--- config.mk ---
export PLATFORM = sky130hd
export DESIGN_NAME = bdma_boot_engine
export DESIGN_NICKNAME = d
export VERILOG_FILES = /design/src/rtl/bdma_pkg.sv /design/src/rtl/bdma_regs.sv /design/src/rtl/bdma_seq.sv /design/src/rtl/bdma_pack.sv /design/src/rtl/bdma_boot_engine.sv
export SDC_FILE = /design/constraint.sdc
export NUM_CORES = 1
export LEC_CHECK = 0
export ABC_AREA = 1
export BUFFER_PORTS_ARGS = -buffer_cell sky130_fd_sc_hd__buf_2
export CAP_MARGIN = 20
export CORE_MARGIN = 5
export CORE_UTILIZATION = 45
export CTS_BUF_LIST = sky130_fd_sc_hd__clkbuf_2
export DETAILED_ROUTE_END_ITERATION = 16
export HOLD_SLACK_MARGIN = 0.08
export PLACE_DENSITY = 0.72
export SYNTH_ARGS = -nofsm -noshare
export SYNTH_HDL_FRONTEND = slang
export SYNTH_HIERARCHICAL = 1
export SYNTH_SLANG_ARGS = --single-unit
--- constraint.sdc ---
create_clock -name clk_i -period 2 [get_ports clk_i]
set_input_delay 0.4 -clock clk_i [delete_from_list [all_inputs] [get_ports clk_i]]
set_output_delay 0.4 -clock clk_i [all_outputs]
set_load 0.005 [all_outputs]
--- src/rtl/bdma_pkg.sv ---
package bdma_pkg;
  typedef enum logic [1:0] {ST_IDLE, ST_BYTE, ST_XFER} seq_state_e;
  localparam logic [2:0] RA_CTRL  = 3'd0;
  localparam logic [2:0] RA_IADDR = 3'd1;
  localparam logic [2:0] RA_EADDR = 3'd2;
  localparam logic [2:0] RA_WAIT  = 3'd3;
  localparam logic [2:0] RA_COUNT = 3'd4;
  localparam int unsigned WORD_W  = 24;
endpackage

--- src/rtl/bdma_regs.sv ---
module bdma_regs
  import bdma_pkg::*;
#(
  parameter int unsigned RW         = 16,
  parameter int unsigned IA_W       = 14,
  parameter int unsigned EA_W       = 14,
  parameter int unsigned PG_W       = 8,
  parameter int unsigned CNT_W      = 14,
  parameter int unsigned WS_W       = 3,
  parameter int unsigned BOOT_WORDS = 32,
  parameter int unsigned BOOT_WAIT  = 3
) (
  input  logic             clk_i,
  input  logic             rst_ni,
  input  logic             boot_sel_i,
  input  logic             we_i,
  input  logic [2:0]       addr_i,
  input  logic [RW-1:0]    wdata_i,
  input  logic             inc_ia_i,
  input  logic             inc_ea_i,
  input  logic             dec_cnt_i,
  output logic             dir_o,
  output logic             w16_o,
  output logic             ctx_o,
  output logic [PG_W-1:0]  page_o,
  output logic [IA_W-1:0]  ia_o,
  output logic [EA_W-1:0]  ea_o,
  output logic [WS_W-1:0]  wait_o,
  output logic             last_o,
  output logic             busy_o,
  output logic             done_o,
  output logic             restart_o,
  output logic             boot_pend_o
);
  logic [CNT_W-1:0] cnt_q;
  logic             busy_q, done_q, restart_q, boot_pend_q;
  logic             unused_wdata;

  assign unused_wdata = ^wdata_i;
  assign last_o       = (cnt_q == CNT_W'(1));

  always_ff @(posedge clk_i or negedge rst_ni) begin
    if (!rst_ni) begin
      dir_o <= 1'b0; w16_o <= 1'b0; ctx_o <= 1'b0; page_o <= '0;
      ia_o <= '0; ea_o <= '0; wait_o <= WS_W'(BOOT_WAIT); cnt_q <= '0;
      busy_q <= 1'b0; done_q <= 1'b0; restart_q <= 1'b0; boot_pend_q <= 1'b1;
    end else begin
      restart_q <= 1'b0;
      if (boot_pend_q) begin
        boot_pend_q <= 1'b0;
        if (boot_sel_i) begin
          dir_o <= 1'b0; w16_o <= 1'b0; page_o <= '0; ia_o <= '0; ea_o <= '0;
          cnt_q <= CNT_W'(BOOT_WORDS); ctx_o <= 1'b1; busy_q <= 1'b1; done_q <= 1'b0;
        end
      end else if (we_i && !busy_q) begin
        case (addr_i)
          RA_CTRL: begin
            dir_o  <= wdata_i[0];
            w16_o  <= wdata_i[1];
            ctx_o  <= wdata_i[2];
            page_o <= wdata_i[8 +: PG_W];
          end
          RA_IADDR: ia_o   <= wdata_i[IA_W-1:0];
          RA_EADDR: ea_o   <= wdata_i[EA_W-1:0];
          RA_WAIT:  wait_o <= wdata_i[WS_W-1:0];
          RA_COUNT: begin
            cnt_q <= wdata_i[CNT_W-1:0];
            if (wdata_i[CNT_W-1:0] != '0) begin
              busy_q <= 1'b1;
              done_q <= 1'b0;
            end
          end
          default: ;
        endcase
      end
      if (inc_ia_i) ia_o <= ia_o + IA_W'(1);
      if (inc_ea_i) ea_o <= ea_o + EA_W'(1);
      if (dec_cnt_i) begin
        cnt_q <= cnt_q - CNT_W'(1);
        if (last_o) begin
          busy_q    <= 1'b0;
          done_q    <= 1'b1;
          restart_q <= ctx_o;
        end
      end
    end
  end

  assign busy_o      = busy_q;
  assign done_o      = done_q;
  assign restart_o   = restart_q;
  assign boot_pend_o = boot_pend_q;

  AST_DONE_IDLE: assert property (@(posedge clk_i) disable iff (!rst_ni)
    done_q |-> !busy_q);
  AST_CNT_FROZEN: assert property (@(posedge clk_i) disable iff (!rst_ni)
    (busy_q && !dec_cnt_i) |=> $stable(cnt_q));
  AST_RESTART_AFTER_END: assert property (@(posedge clk_i) disable iff (!rst_ni)
    restart_q |-> (!busy_q && $past(busy_q)));
endmodule

--- src/rtl/bdma_seq.sv ---
module bdma_seq
  import bdma_pkg::*;
#(
  parameter int unsigned WS_W = 3
) (
  input  logic            clk_i,
  input  logic            rst_ni,
  input  logic            busy_i,
  input  logic            dir_i,
  input  logic            w16_i,
  input  logic [WS_W-1:0] wait_i,
  input  logic            last_i,
  input  logic            cpu_req_i,
  output logic            xm_req_o,
  output logic            byte_done_o,
  output logic            word_wr_o,
  output logic            word_rd_o,
  output logic            dec_cnt_o,
  output logic            inc_ia_o,
  output logic            inc_ea_o
);
  seq_state_e      state_q;
  logic [WS_W-1:0] ws_q;
  logic [1:0]      idx_q;
  logic [1:0]      idx_end;
  logic            grant, word_end;

  assign idx_end     = w16_i ? 2'd1 : 2'd2;
  assign grant       = (state_q == ST_BYTE) && !cpu_req_i;
  assign byte_done_o = grant && (ws_q == wait_i);
  assign word_end    = byte_done_o && (idx_q == idx_end);
  assign xm_req_o    = grant;
  assign word_wr_o   = (state_q == ST_XFER) && !dir_i;
  assign word_rd_o   = (state_q == ST_XFER) && dir_i;
  assign dec_cnt_o   = word_wr_o || (word_end && dir_i);
  assign inc_ia_o    = (state_q == ST_XFER);
  assign inc_ea_o    = byte_done_o;

  always_ff @(posedge clk_i or negedge rst_ni) begin
    if (!rst_ni) begin
      state_q <= ST_IDLE;
      ws_q    <= '0;
      idx_q   <= '0;
    end else begin
      case (state_q)
        ST_IDLE: if (busy_i) begin
          state_q <= dir_i ? ST_XFER : ST_BYTE;
          ws_q    <= '0;
          idx_q   <= '0;
        end
        ST_BYTE: if (grant) begin
          if (ws_q == wait_i) begin
            ws_q <= '0;
            if (idx_q == idx_end) begin
              idx_q <= '0;
              if (!dir_i)      state_q <= ST_XFER;
              else if (last_i) state_q <= ST_IDLE;
              else             state_q <= ST_XFER;
            end else begin
              idx_q <= idx_q + 2'd1;
            end
          end else begin
            ws_q <= ws_q + WS_W'(1);
          end
        end
        ST_XFER: begin
          if (!dir_i && last_i) state_q <= ST_IDLE;
          else                  state_q <= ST_BYTE;
        end
        default: state_q <= ST_IDLE;
      endcase
    end
  end

  AST_STALL_HOLDS: assert property (@(posedge clk_i) disable iff (!rst_ni)
    (state_q == ST_BYTE && cpu_req_i) |=> (state_q == ST_BYTE && $stable(ws_q) && $stable(idx_q)));
  AST_WAIT_BOUND: assert property (@(posedge clk_i) disable iff (!rst_ni)
    (state_q == ST_BYTE) |-> (ws_q <= wait_i));
endmodule

--- src/rtl/bdma_pack.sv ---
module bdma_pack
  import bdma_pkg::*;
(
  input  logic              clk_i,
  input  logic              rst_ni,
  input  logic              w16_i,
  input  logic              load_i,
  input  logic [WORD_W-1:0] word_i,
  input  logic              shift_i,
  input  logic [7:0]        byte_i,
  output logic [7:0]        byte_o,
  output logic [WORD_W-1:0] word_o
);
  logic [WORD_W-1:0] sh_q;

  always_ff @(posedge clk_i or negedge rst_ni) begin
    if (!rst_ni)      sh_q <= '0;
    else if (load_i)  sh_q <= w16_i ? {word_i[15:0], 8'h00} : word_i;
    else if (shift_i) sh_q <= {sh_q[WORD_W-9:0], byte_i};
  end

  assign byte_o = sh_q[WORD_W-1 -: 8];
  assign word_o = w16_i ? {8'h00, sh_q[15:0]} : sh_q;
endmodule

--- src/rtl/bdma_boot_engine.sv ---
module bdma_boot_engine
  import bdma_pkg::*;
#(
  parameter int unsigned IA_W       = 14,
  parameter int unsigned EA_W       = 14,
  parameter int unsigned PG_W       = 8,
  parameter int unsigned CNT_W      = 14,
  parameter int unsigned WS_W       = 3,
  parameter int unsigned BOOT_WORDS = 32,
  parameter int unsigned BOOT_WAIT  = 3,
  localparam int unsigned XA_W      = PG_W + EA_W
) (
  input  logic              clk_i,
  input  logic              rst_ni,
  input  logic [1:0]        mode_sel_i,
  input  logic              reg_we_i,
  input  logic [2:0]        reg_addr_i,
  input  logic [15:0]       reg_wdata_i,
  input  logic              cpu_ext_req_i,
  output logic              xm_req_o,
  output logic              xm_we_o,
  output logic [XA_W-1:0]   xm_addr_o,
  output logic [7:0]        xm_wdata_o,
  input  logic [7:0]        xm_rdata_i,
  output logic              mem_we_o,
  output logic              mem_re_o,
  output logic              mem_pm_o,
  output logic [IA_W-1:0]   mem_addr_o,
  output logic [WORD_W-1:0] mem_wdata_o,
  input  logic [WORD_W-1:0] mem_rdata_i,
  output logic              cpu_hold_o,
  output logic              cpu_restart_o,
  output logic              done_o
);
  logic            dir, w16, ctx, last, busy, boot_pend, boot_sel;
  logic [PG_W-1:0] page;
  logic [EA_W-1:0] ea;
  logic [WS_W-1:0] wait_cfg;
  logic            byte_done, dec_cnt, inc_ia, inc_ea;

  assign boot_sel = (mode_sel_i == 2'b00);

  bdma_regs #(
    .RW(16), .IA_W(IA_W), .EA_W(EA_W), .PG_W(PG_W), .CNT_W(CNT_W), .WS_W(WS_W),
    .BOOT_WORDS(BOOT_WORDS), .BOOT_WAIT(BOOT_WAIT)
  ) i_regs (
    .clk_i, .rst_ni, .boot_sel_i(boot_sel),
    .we_i(reg_we_i), .addr_i(reg_addr_i), .wdata_i(reg_wdata_i),
    .inc_ia_i(inc_ia), .inc_ea_i(inc_ea), .dec_cnt_i(dec_cnt),
    .dir_o(dir), .w16_o(w16), .ctx_o(ctx), .page_o(page),
    .ia_o(mem_addr_o), .ea_o(ea), .wait_o(wait_cfg), .last_o(last),
    .busy_o(busy), .done_o(done_o), .restart_o(cpu_restart_o), .boot_pend_o(boot_pend)
  );

  bdma_seq #(.WS_W(WS_W)) i_seq (
    .clk_i, .rst_ni, .busy_i(busy), .dir_i(dir), .w16_i(w16), .wait_i(wait_cfg),
    .last_i(last), .cpu_req_i(cpu_ext_req_i), .xm_req_o(xm_req_o),
    .byte_done_o(byte_done), .word_wr_o(mem_we_o), .word_rd_o(mem_re_o),
    .dec_cnt_o(dec_cnt), .inc_ia_o(inc_ia), .inc_ea_o(inc_ea)
  );

  bdma_pack i_pack (
    .clk_i, .rst_ni, .w16_i(w16), .load_i(mem_re_o), .word_i(mem_rdata_i),
    .shift_i(byte_done), .byte_i(xm_rdata_i), .byte_o(xm_wdata_o), .word_o(mem_wdata_o)
  );

  assign xm_we_o    = xm_req_o && dir;
  assign xm_addr_o  = {page, ea};
  assign mem_pm_o   = !w16;
  assign cpu_hold_o = (busy && ctx) || (boot_pend && boot_sel);

  AST_WORD_PULSE: assert property (@(posedge clk_i) disable iff (!rst_ni)
    mem_we_o |=> !mem_we_o);
  AST_HOLD_OFF_AT_DONE: assert property (@(posedge clk_i) disable iff (!rst_ni)
    $rose(done_o) |-> !cpu_hold_o);
endmodule

# Word level (Yosys, flattened, before mapping)
# Cells that the tools add are included.
# totals
ff_bits,91
in_bits,57
out_inout_bits,76
wordCells,146
# op_classes
n_addsub,5
n_eq_ne,17
mux,68
n_bitwise,1
reduce_logical,39
# op_table
cell,count
$mux W14,14
$mux W24,4
$mux W8,4
$add A14 B1 Y14 const B,2
$mux W1,28
$mux W2,12
$reduce_and A3 Y1,6
$reduce_bool A3 Y1,6
$eq A14 B1 Y1 const B,1
$reduce_bool A14 Y1,1
$sub A14 B1 Y14 const B,1
$logic_and A1 B1 Y1,11
$ne A2 B2 Y1 const B,5
$mux W3,3
$reduce_and A4 Y1,2
$reduce_bool A2 Y1,4
$eq A3 B2 Y1 const B,2
$ne A3 B2 Y1 const B,2
$pmux W2 S3,1
$pmux W3 S2,1
$logic_not A1 Y1,4
$logic_not A2 Y1,2
$pmux W2 S2,1
$add A3 B1 Y3 const B,1
other kinds (11),12

# Logic depth before layout (Yosys ltp)
# Gate-level depths: netlist (run 1).
# logic_depth
depth_word,8
depth_mapped,15
mapped_depth_nobuf,13

# Hierarchy
# The synthesis (run 1) kept the hierarchy.
# by_module_without_submodules
mod,instances,cells_per_inst,area_each_um2,seq_area_each_um2
bdma_regs,1,586,3903.7,1505.2
bdma_pack,1,213,1515.2,600.6
bdma_seq,1,86,560.5,175.2
bdma_boot_engine,1,7,28.8,0.0

# Worst setup path after synthesis (run 1)
# No wires, ideal clock.
# synth_timing
kind,register to register
startpoint,register i_regs.wait_o[1]
endpoint,register i_regs.ea_o[13]
setup_time_ps,119
arrival_ps,1789
t_required_ps,1881
path_slack_ps,92
stages_incl_launch_ff,12
n_path_buf,3
synth_period_minus_slack_ps,1908
cell_sequence,dfstp_2 > xnor2_1 > nand3_2 > nor2_1 > buf_4 > buf_2 > inv_1 > nand3_1 > nand3_1 > buf_4 > a21oi_1 > nand2_1
# synth_via
elab_chain_cells,4
word_cells_on_any_way,7
classes_between,eq/ne: 2; mux: 1; reduce/logical: 4
# synth_rtl
item,line_no,source
"start, declared",bdma_regs.sv:28,"output logic [WS_W-1:0] wait_o,"
"start signal, assigned",bdma_regs.sv:65,RA_WAIT: wait_o <= wdata_i[WS_W-1:0];
$eq A3 B3 Y1 *,bdma_seq.sv:30,assign byte_done_o = grant && (ws_q == wait_i);
$logic_and A1 B1 Y1 *,bdma_seq.sv:30,
via byte_done,bdma_boot_engine.sv:39,"logic byte_done, dec_cnt, inc_ia, inc_ea;"
$ne A3 B2 Y1 (no line) or $reduce_bool A3 Y1 (tied branches),--,
$reduce_and A3 Y1 (no line),--,
"end signal, assigned",bdma_regs.sv:64,RA_EADDR: ea_o <= wdata_i[EA_W-1:0];
"end signal, assigned",bdma_regs.sv:77,if (inc_ea_i) ea_o <= ea_o + EA_W'(1);
"end, declared",bdma_regs.sv:27,"output logic [EA_W-1:0] ea_o,"
# The timed path passes the listed nets; every way through them passes the cells marked *.
# A chain may end at the register's enable or synchronous reset.

# Final worst setup path (run 1)
# layout_timing
startpoint,register i_seq.state_q[0]
endpoint,output xm_we_o
# layout_via
elab_chain_cells,3
# layout_rtl
item,line_no,source
"start, declared",bdma_seq.sv:22,seq_state_e state_q;
"start signal, assigned",bdma_seq.sv:47,state_q <= dir_i ? ST_XFER : ST_BYTE;
$eq A2 B1 Y1,bdma_seq.sv:29,assign grant = (state_q == ST_BYTE) && !cpu_req_i;
$logic_and A1 B1 Y1,bdma_seq.sv:29,
$logic_and A1 B1 Y1,bdma_boot_engine.sv:67,assign xm_we_o = xm_req_o && dir;
"end, declared",bdma_boot_engine.sv:21,"output logic xm_we_o,"
# No other way between the ends.

==> impl_metrics.py, run 1 <==
metrics = {
    "status": {
        "status": "finished with violations",
        "violations": "negative setup slack",
    },
    "sta": {
        "rsz0062_at_grt": "yes",
        "hold_violations": 0,
        "worst_pin_slew_ns": 0.585,
        "fin_ws_ns": -0.0233,
        "slew_violations": 0,
        "fmax_ghz": 0.494,
        "finalSetupViolCount": 2,
        "fin_crit_sh_pct": 101,
        "fin_crit_ns": 2.02,
        "relSlewSlack_pct": 60.8,
        "whs_ns": 0.146,
        "fin_skew_ns": 0.0258,
    },
    "cells_and_area": {
        "num-fill-cells": 1304,
        "nNetsFinal": 1122,
        "utilization_pct": 56.1,
        "syn_to_final_growth_pct": 23.1,
        "fin_area_um2": 7400,
        "diodes": 0,
        "seqCellArea_um2": 2280,
        "multiInputGateArea_um2": 3110,
        "stdcell_count": 1241,
        "drive_gt1_share_pct": 22.4,
        "final_cell_mix": "262 x nand2_1, 130 x buf_2, 114 x nand3_1",
        "layout_commonest_cell": "nand2_1",
    },
    "synth": {
        "synth_mux_area_share_pct": 0,
        "synth_top_family_by_area": "simple AND/OR/NAND/NOR gates",
        "synth-simple-area-share_pct": 39.5,
        "async_reset_ff_share_pct": 100,
        "ys.flop_type": "dfrtp_1",
        "syn_nets": 954,
        "synth-compound-area-share_pct": 10.0,
        "netlist_area_um2": 6010,
        "synth_edf_count": 0,
        "syn_avg_cell_area_um2": 6.74,
        "syn_inst": 892,
        "ys_ff_latch": 91,
        "seq_area_frac_synth_pct": 38.0,
        "synthXorXnorAreaFrac_pct": 0.729,
        "yosys_warnings": 6,
        "synth_fa_ha_area_share_pct": 1.04,
        "ys_types": 41,
    },
    "clock_tree": {
        "cts_buffer_depth": 2,
        "numCtsBuffers": 9,
        "insertion_delay_ns": 0.59,
        "clkTransAtPathRegs_ns": 0.23,
        "htreeDepth": 3,
        "clockRootBuffer": "clkbuf_2",
        "cts_sinks": 91,
        "tritoncts": "yes",
    },
    "floorplan": {
        "die_x_um": 126,
        "core_area_um2": 13200,
        "start_util_pct": 45.6,
        "ioPinCount": 133,
        "rows": 42,
        "dieHeight_um": 126,
        "dieArea_um2": 15800,
    },
    "route": {
        "viasPerCell": 5.13,
        "vias": 6365,
        "drtAntennaViolNets": 0,
        "dr.pass1.iters": 5,
        "drc": 0,
        "wire_per_inst_um": 14.6,
        "wirelength_mm": 18.1,
        "drtIter0Drc": 525,
    },
    "global_routing": {
        "grt_start_max_net_pins": 41,
        "antenna_found_initial": 0,
        "met1_usage_pct": 30.6,
        "grt_overflow": 0,
        "gr-usage-met2_pct": 35.7,
        "use_met3_pct": 5.03,
        "grtUsageTotal_pct": 22.6,
        "grt_pass1_vias": 5897,
        "grt-busiest-layer": "met2",
        "grt_pass1_wl_mm": 29.5,
    },
    "placement": {
        "dpl_cell_area_um2": 6850,
        "dp.cells": 1191,
        "dpl.hpwl_mm": 13.3,
        "place.gp.congestion": 0.967,
        "port_buffers": 132,
    },
    "hold_path": {
        "hold_class": "primary input to flip-flop",
    },
    "power_and_ir_drop": {
        "p_leak_nw": 3.86,
        "vdd_drop_max_mv": 0.508,
        "p_per_area_nw_per_um2": 1060,
        "power_mw": 7.84,
    },
    "job": {
        "drv_cap": 0,
    },
    "setup_path": {
        "cp-startpoint": "i_seq/state_q[0]",
        "reg2reg_from": "i_regs/wait_o[1]",
        "cp-end-kind": "output pin",
        "crit_end": "xm_we_o",
        "timing.rr.end": "i_regs/restart_o",
        "cp_data_arrival_time_ns": 1.62,
        "rr_worst_depth": 10,
        "reg2reg_slack_ns": 0.04,
        "crit_type": "flip-flop to output pin",
        "cp-start-kind": "flip-flop",
        "crit_required_ns": 1.60,
        "path_max_fanout": 3,
    },
}
power by group:
group | internal, mW | switching (mW) | leakage (nW)
sequential | 2.44 | 0.619 | 1.13
clock | 0.544 | 0.639 | 0.0898
combinational | 1.49 | 2.11 | 2.63
synthesized netlist by cell type, types with 6 or more instances:
cell	instances	area share, %
nand2_1	263	16
nor2_2	9	0.94
nand4_1	15	1.6
nor2_1	112	7.0
buf_6	7	1.3
o21ai_1	19	1.6
buf_2	11	0.92
inv_1	107	6.7
a21oi_2	7	1.0
a21oi_1	23	1.9
buf_4	6	0.75
o21ai_0	47	3.9
nand3_1	114	9.5
dfrtp_1	88	37
per-stage QoR:
stage	setup slack (ns)	TNS (ns)
6_report	-0.0233	-0.0375
5_1_grt	-0.138	-0.925
4_1_cts	-0.0340	-0.0657
3_5_place_dp	0.0873	0
3_3_place_gp	0.149	0
2_1_floorplan	0.0925	0
kinds of logic after synthesis:
| kind of cell | count (synthesis) |
|---|---|
| AO/OA/AOI/OAI | 107 |
| XOR/XNOR | 5 |
| adder cells (fa/ha/maj) | 5 |
| buffers and inverters | 143 |
| flip-flops | 91 |
| other | 1 |
| AND/OR/NAND/NOR | 540 |
flip-flops by register name, indices dropped and copies added (netlist names):
signal and flops:
i_pack/sh_q 24, i_regs/boot_pend_o 1, i_regs/busy_o 1, i_regs/cnt_q 14
i_regs/ctx_o 1, i_regs/dir_o 1, i_regs/done_o 1, i_regs/ea_o 14
i_regs/ia_o 14, i_regs/page_o 8, i_regs/restart_o 1, i_regs/w16_o 1
i_regs/wait_o 3, i_seq/idx_q 2, i_seq/state_q 2, i_seq/ws_q 3
critical path, cell delays in order (launching register included):
cell,delay (ns)
dfrtp_1,0.46
buf_6,0.13
inv_4,0.03
nor2_4,0.11
nand2_4,0.07
inv_2,0.06
nand2_2,0.05
inv_2,0.04
buf_2,0.09
final cells by class:
cell class | instances | share of cell area, %
clock inverters | 5 | 1.37
multi-input cells | 658 | 42.0
repair buffers | 187 | 16.1
clock buffers | 11 | 0.744
inverters | 113 | 5.90
flip-flops and latches | 91 | 30.9
well taps | 176 | 2.98
per-layer routing:
layer	share of wire (%)	routed length (µm)	vias to the layer above
met5	0	0	-
met3	7.7	1400	39
met1	43	7850	2890
met4	2.4	431	0
li1	-	-	3183
met2	46	8400	253
worst min path at each step:
stage	end	slack (ns)	startpoint	cells after the start
floorplan	i_pack/sh_q[0]	0.10	rst_ni	0
global placement	i_regs/ea_o[12]	0.39	rst_ni	1
finish	i_pack/sh_q[20]	0.15	mem_rdata_i[20]	5
global route	i_pack/sh_q[23]	0.11	mem_rdata_i[15]	5
detailed placement	i_regs/ea_o[12]	0.39	rst_ni	1
CTS	i_pack/sh_q[23]	0.09	mem_rdata_i[15]	5
timing repair:
item	in CTS	in global routing
buffers inserted	6	5
endpoints found under the hold margin	56	0
setup endpoints to repair	13	55
cloned	0	1
pin swaps	2	3
hold buffers	22	0
resized for setup	9	14
Power figures use the tool's default switching activity.
==> inputs of run 2 (changes only) <==
--- a/config.mk
+++ b/config.mk
@@ -13,7 +13,7 @@
 export CTS_BUF_LIST = sky130_fd_sc_hd__clkbuf_2
 export DETAILED_ROUTE_END_ITERATION = 16
 export HOLD_SLACK_MARGIN = 0.08
-export PLACE_DENSITY = 0.72
+export PLACE_DENSITY = 0.79
 export SYNTH_ARGS = -nofsm -noshare
 export SYNTH_HDL_FRONTEND = slang
 export SYNTH_HIERARCHICAL = 1
==> run 2 against run 1 <==
Effect of this change:
- the flow still finishes with violations (negative setup slack)
- clock skew is 0.0039 ns higher
- critical path depth is 2 lower
- non-clock buffer count is 7 lower
- global-route usage is 0.49 points higher
- total power is 4.1% lower
- wire length is 2.4% higher
- die area stayed put
- worst setup slack better by 0.012 ns
- sequential share of layout area is 0.55 points higher
- register-to-register slack better by 0.06 ns
==> impl_metrics.py, run 2 (synthesized netlist as in run 1, its figures left out) <==
metrics = {
    "placement": {
        "place.gp.congestion": 0.953,
        "dpl.hpwl_mm": 13.5,
        "port_buffers": 132,
        "dp.cells": 1190,
    },
    "floorplan": {
        "core_area_um2": 13200,
        "die_x_um": 126,
        "rows": 42,
        "ioPinCount": 133,
        "dieArea_um2": 15800,
        "start_util_pct": 45.6,
        "dieHeight_um": 126,
    },
    "setup_path": {
        "cp_data_arrival_time_ns": 1.61,
        "rr_worst_depth": 12,
        "reg2reg_from": "i_seq/state_q[1]",
        "timing.rr.end": "i_regs/restart_o",
        "path_max_fanout": 3,
        "crit_type": "flip-flop to output pin",
        "cp-end-kind": "output pin",
        "cp-start-kind": "flip-flop",
        "reg2reg_slack_ns": 0.10,
        "crit_required_ns": 1.60,
    },
    "sta": {
        "fin_skew_ns": 0.0297,
        "fin_crit_sh_pct": 101,
        "fmax_ghz": 0.497,
        "fin_crit_ns": 2.01,
        "finalSetupViolCount": 2,
        "relSlewSlack_pct": 62.7,
        "rsz0062_at_grt": "yes",
        "worst_pin_slew_ns": 0.558,
        "slew_violations": 0,
        "fin_ws_ns": -0.0112,
        "hold_violations": 0,
    },
    "cells_and_area": {
        "final_cell_mix": "263 x nand2_1, 131 x buf_2, 112 x nand3_1",
        "regMostFlops": "i_pack/sh_q",
        "nNetsFinal": 1117,
        "largest_reg_flops": 24,
        "utilization_pct": 55.1,
        "syn_to_final_growth_pct": 20.9,
        "layout_commonest_cell": "nand2_1",
        "diodes": 0,
        "stdcell_count": 1236,
        "drive_gt1_share_pct": 22.4,
    },
    "clock_tree": {
        "cts_buffer_depth": 2,
        "numCtsBuffers": 9,
        "tritoncts": "yes",
        "insertion_delay_ns": 0.60,
        "clkTransAtPathRegs_ns": 0.24,
        "clockRootBuffer": "clkbuf_2",
        "htreeDepth": 3,
        "cts_sinks": 91,
    },
    "power_and_ir_drop": {
        "p_leak_nw": 3.82,
        "p_per_area_nw_per_um2": 1040,
        "vdd_drop_max_mv": 0.433,
    },
    "hold_path": {
        "hold_class": "primary input to flip-flop",
        "hold_end": "i_pack/sh_q[11]",
        "min-delay-start": "mem_rdata_i[11]",
        "hold_path_depth": 5,
    },
    "route": {
        "vias": 6418,
        "drtIter0Drc": 550,
        "wire_per_inst_um": 15.0,
        "dr.pass1.iters": 5,
        "viasPerCell": 5.19,
        "drc": 0,
        "wirelength_mm": 18.5,
        "drtAntennaViolNets": 0,
    },
    "global_routing": {
        "grt_pass1_wl_mm": 29.8,
        "grt_overflow": 0,
        "grtUsageTotal_pct": 23.1,
        "grt_pass1_vias": 5914,
        "antenna_found_initial": 0,
        "grt_start_max_net_pins": 41,
    },
    "job": {
        "drv_cap": 0,
    },
    "status": {
        "violations": "negative setup slack",
        "status": "finished with violations",
    },
}
[run 2: metrics by stage]
step / hold slack, ns / power [mW] / instance area (µm²) / setup TNS [ns] / setup slack (ns)
after floorplan: 0.104 / 5.21 / 6010 / 0 / 0.0925
after global placement: 0.343 / 6.38 / 6840 / 0 / 0.220
after global routing: 0.105 / 8.21 / 7270 / -0.437 / -0.172
after CTS: 0.0978 / 7.38 / 7180 / -0.0819 / -0.0444
final: 0.133 / 7.52 / 7270 / -0.0210 / -0.0112
after detailed placement: 0.339 / 6.45 / 6840 / 0 / 0.138
[run 2: how the worst max path moves through the flow]
| stage | slack, ns | to | depth (start not counted) | from |
|---|---|---|---|---|
| after global routing | -0.17 | mem_re_o | 6 | i_seq/state_q[1] |
| final | -0.01 | mem_re_o | 6 | i_seq/state_q[1] |
| after CTS | -0.04 | xm_we_o | 8 | i_seq/state_q[0] |
| after global placement | 0.22 | i_regs/ia_o[10] | 9 | mode_sel_i[1] |
| after floorplan | 0.09 | i_regs/ea_o[13] | 11 | i_regs/wait_o[1] |
| after detailed placement | 0.14 | i_regs/cnt_q[3] | 11 | i_regs/wait_o[1] |
[run 2: cell type report]
| class | instances | area (µm²) |
|---|---|---|
| clock buffer | 12 | 60.1 |
| clock inverter | 4 | 17.5 |
| fill | 1237 | 5920 |
| inverter | 113 | 439 |
| multi-input combinational | 660 | 3140 |
| sequential | 91 | 2280 |
| tap | 176 | 220 |
| timing repair buffer | 180 | 1100 |
[run 2: power by group]
group	internal [mW]	switching [mW]	leakage [nW]
sequential	2.44	0.615	1.13
clock	0.168	0.648	0.0608
combinational	1.47	2.19	2.63
[run 2: repair_timing]
item                                   CTS  global route
cloned                                   0             2
endpoints found under the hold margin  102             0
pin swaps                                3             3
hold buffers                            18             0
resized for setup                        9            16
setup endpoints to repair               13            63
buffers inserted                         8             2
[run 2: routing by layer]
layer	vias to the layer above	GRT usage, %	routed length [µm]
li1	3163	-	-
met1	2943	31.4	8070
met2	273	36.0	8470
met3	39	4.82	1450
met4	0	9.63	523
met5	-	0	0
[run 2: critical path: stages, from the launching register on]
cell and delay [ns]:
dfrtp_1 0.41, inv_1 0.06, nor2_2 0.15, inv_2 0.08, nor2_2 0.10, buf_6 0.12
buf_2 0.10
==> inputs of run 3 (changes only) <==
--- a/config.mk
+++ b/config.mk
@@ -14,6 +14,7 @@
 export DETAILED_ROUTE_END_ITERATION = 16
 export HOLD_SLACK_MARGIN = 0.08
 export PLACE_DENSITY = 0.79
+export RECOVER_POWER = 50
 export SYNTH_ARGS = -nofsm -noshare
 export SYNTH_HDL_FRONTEND = slang
 export SYNTH_HIERARCHICAL = 1
==> run 3 against run 2 <==
Effect of this change:
- the run still ends with negative setup slack left
- sequential share of layout area rose by 0.20 points
- cell area fell by 0.64%
- critical path depth did not move
- largest power group unchanged
- highest routed layer unchanged
==> impl_metrics.py, run 3 (synthesized netlist as in run 1, its figures left out) <==
metrics = {
    "status": {
        "status": "finished with violations",
        "violations": "negative setup slack",
    },
    "setup_path": {
        "crit_type": "flip-flop to output pin",
        "slowest_stage": "dfrtp_1",
        "rr_worst_depth": 12,
        "cp.depth": 6,
        "cp-startpoint": "i_seq/state_q[1]",
        "cp-start-kind": "flip-flop",
        "path_common_cell": "nor2_2",
        "critPathMaxStageDelay_ns": 0.41,
        "cp-end-kind": "output pin",
        "path_buf_inv": 4,
        "critPathTopFamily": "flip-flops",
        "reg2reg_from": "i_seq/state_q[1]",
        "cp_data_arrival_time_ns": 1.61,
        "path_max_fanout": 3,
        "worstPathCellList": "inv_1 > nor2_2 > inv_2 > nor2_2 > buf_6 > buf_2",
        "crit_required_ns": 1.60,
    },
    "cells_and_area": {
        "regMostFlops": "i_pack/sh_q",
        "layout_commonest_cell": "nand2_1",
        "fin_area_um2": 7220,
        "drive_gt1_share_pct": 20.6,
        "utilization_pct": 54.7,
        "diodes": 0,
        "nNetsFinal": 1117,
        "final_cell_mix": "264 x nand2_1, 115 x buf_2, 112 x nand3_1",
        "num-fill-cells": 1255,
        "largest_reg_flops": 24,
        "syn_to_final_growth_pct": 20.2,
    },
    "placement": {
        "place.gp.congestion": 0.953,
        "dpl.hpwl_mm": 13.5,
        "pre_cts_ws_ns": 0.138,
        "dpl_cell_area_um2": 6840,
        "port_buffers": 132,
    },
    "hold_path": {
        "min-delay-start": "mem_rdata_i[11]",
        "hold_class": "primary input to flip-flop",
        "hold_path_depth": 5,
    },
    "clock_tree": {
        "tritoncts": "yes",
        "insertion_delay_ns": 0.60,
        "clkTransAtPathRegs_ns": 0.24,
        "cts_buffer_depth": 2,
        "numCtsBuffers": 9,
        "htreeDepth": 3,
        "cts_sinks": 91,
        "clockRootBuffer": "clkbuf_2",
    },
    "floorplan": {
        "rows": 42,
        "ioPinCount": 133,
        "start_util_pct": 45.6,
        "die_x_um": 126,
        "core_area_um2": 13200,
        "dieArea_um2": 15800,
        "dieHeight_um": 126,
    },
    "sta": {
        "fin_crit_sh_pct": 101,
        "worst_pin_slew_ns": 1.45,
        "finalSetupViolCount": 2,
        "slew_violations": 0,
        "fmax_ghz": 0.497,
        "hold_violations": 0,
        "relSlewSlack_pct": 3.26,
        "rsz0062_at_grt": "yes",
        "fin_ws_ns": -0.0107,
        "fin_skew_ns": 0.0329,
        "fin_crit_ns": 2.01,
    },
    "global_routing": {
        "grt_pass1_wl_mm": 29.8,
        "grtUsageTotal_pct": 23.1,
        "grt_overflow": 0,
        "grt_pass1_vias": 5914,
        "grt_start_max_net_pins": 41,
        "antenna_found_initial": 0,
    },
    "route": {
        "viasPerCell": 5.17,
        "drc": 0,
        "drtAntennaViolNets": 0,
        "drtIter0Drc": 548,
        "wirelength_mm": 18.5,
        "vias": 6392,
        "wire_per_inst_um": 15.0,
        "dr.pass1.iters": 5,
    },
    "power_and_ir_drop": {
        "p_leak_nw": 3.76,
        "power_mw": 7.47,
        "vdd_drop_max_mv": 0.435,
        "p_per_area_nw_per_um2": 1030,
    },
    "job": {
        "drv_cap": 0,
    },
}
## run 3: final timing paths
path / to / slack (ns)
max: mem_re_o / -0.01
max reg2reg: i_regs/restart_o / 0.12
min reg2reg: i_regs/wait_o[0] / 0.51
max in group asynchronous: i_regs/w16_o / 0.28
min in group asynchronous: i_pack/sh_q[23] / 0.65
min: i_pack/sh_q[11] / 0.13
## run 3: layout make-up
type	count	area, µm²	area share [%]
Multi-Input combinational cell	660	3130	43.4
Sequential cell	91	2280	31.6
Clock inverter	4	17.5	0.243
Timing Repair Buffer	180	1070	14.8
Tap cell	176	220	3.05
Clock buffer	12	60.1	0.832
Inverter	113	439	6.08
## run 3: timing repair
item,in CTS,in global routing
hold buffers,18,0
pin swaps,3,3
endpoints found under the setup margin,13,63
gates resized for setup,9,16
endpoints found under the hold margin,102,0
buffers inserted,8,2
gates cloned,0,2
## run 3: routing by layer
| metal | vias up | GRT usage [%] | wire length (µm) |
|---|---|---|---|
| met1 | 2915 | 31.4 | 8030 |
| met3 | 41 | 4.82 | 1480 |
| li1 | 3164 | - | - |
| met4 | 0 | 9.63 | 526 |
| met2 | 272 | 36.0 | 8500 |
| met5 | - | 0 | 0 |
## run 3: stage by stage
step	setup TNS, ns	instances	hold WS (ns)
floorplan	0	892	0.104
global placement	0	1190	0.343
detailed placement	0	1190	0.339
CTS	-0.0819	1232	0.0978
global route	-0.442	1236	0.105
finish	-0.0214	1236	0.130
## run 3: report_power, final
part	internal (mW)	switching [mW]	leakage, nW
combinational	1.42	2.18	2.56
clock	0.168	0.644	0.0608
sequential	2.44	0.624	1.13
total	4.02	3.44	3.76
## run 3: worst register-to-register path: stages (launching register included)
cell	delay, ns
dfrtp_1	0.44
buf_4	0.15
nor2_4	0.13
nand2_4	0.06
buf_4	0.14
nor2_4	0.12
nand2_1	0.07
o21ai_2	0.09
inv_1	0.10
buf_4	0.19
nor3_4	0.20
inv_1	0.07
nor2_1	0.08
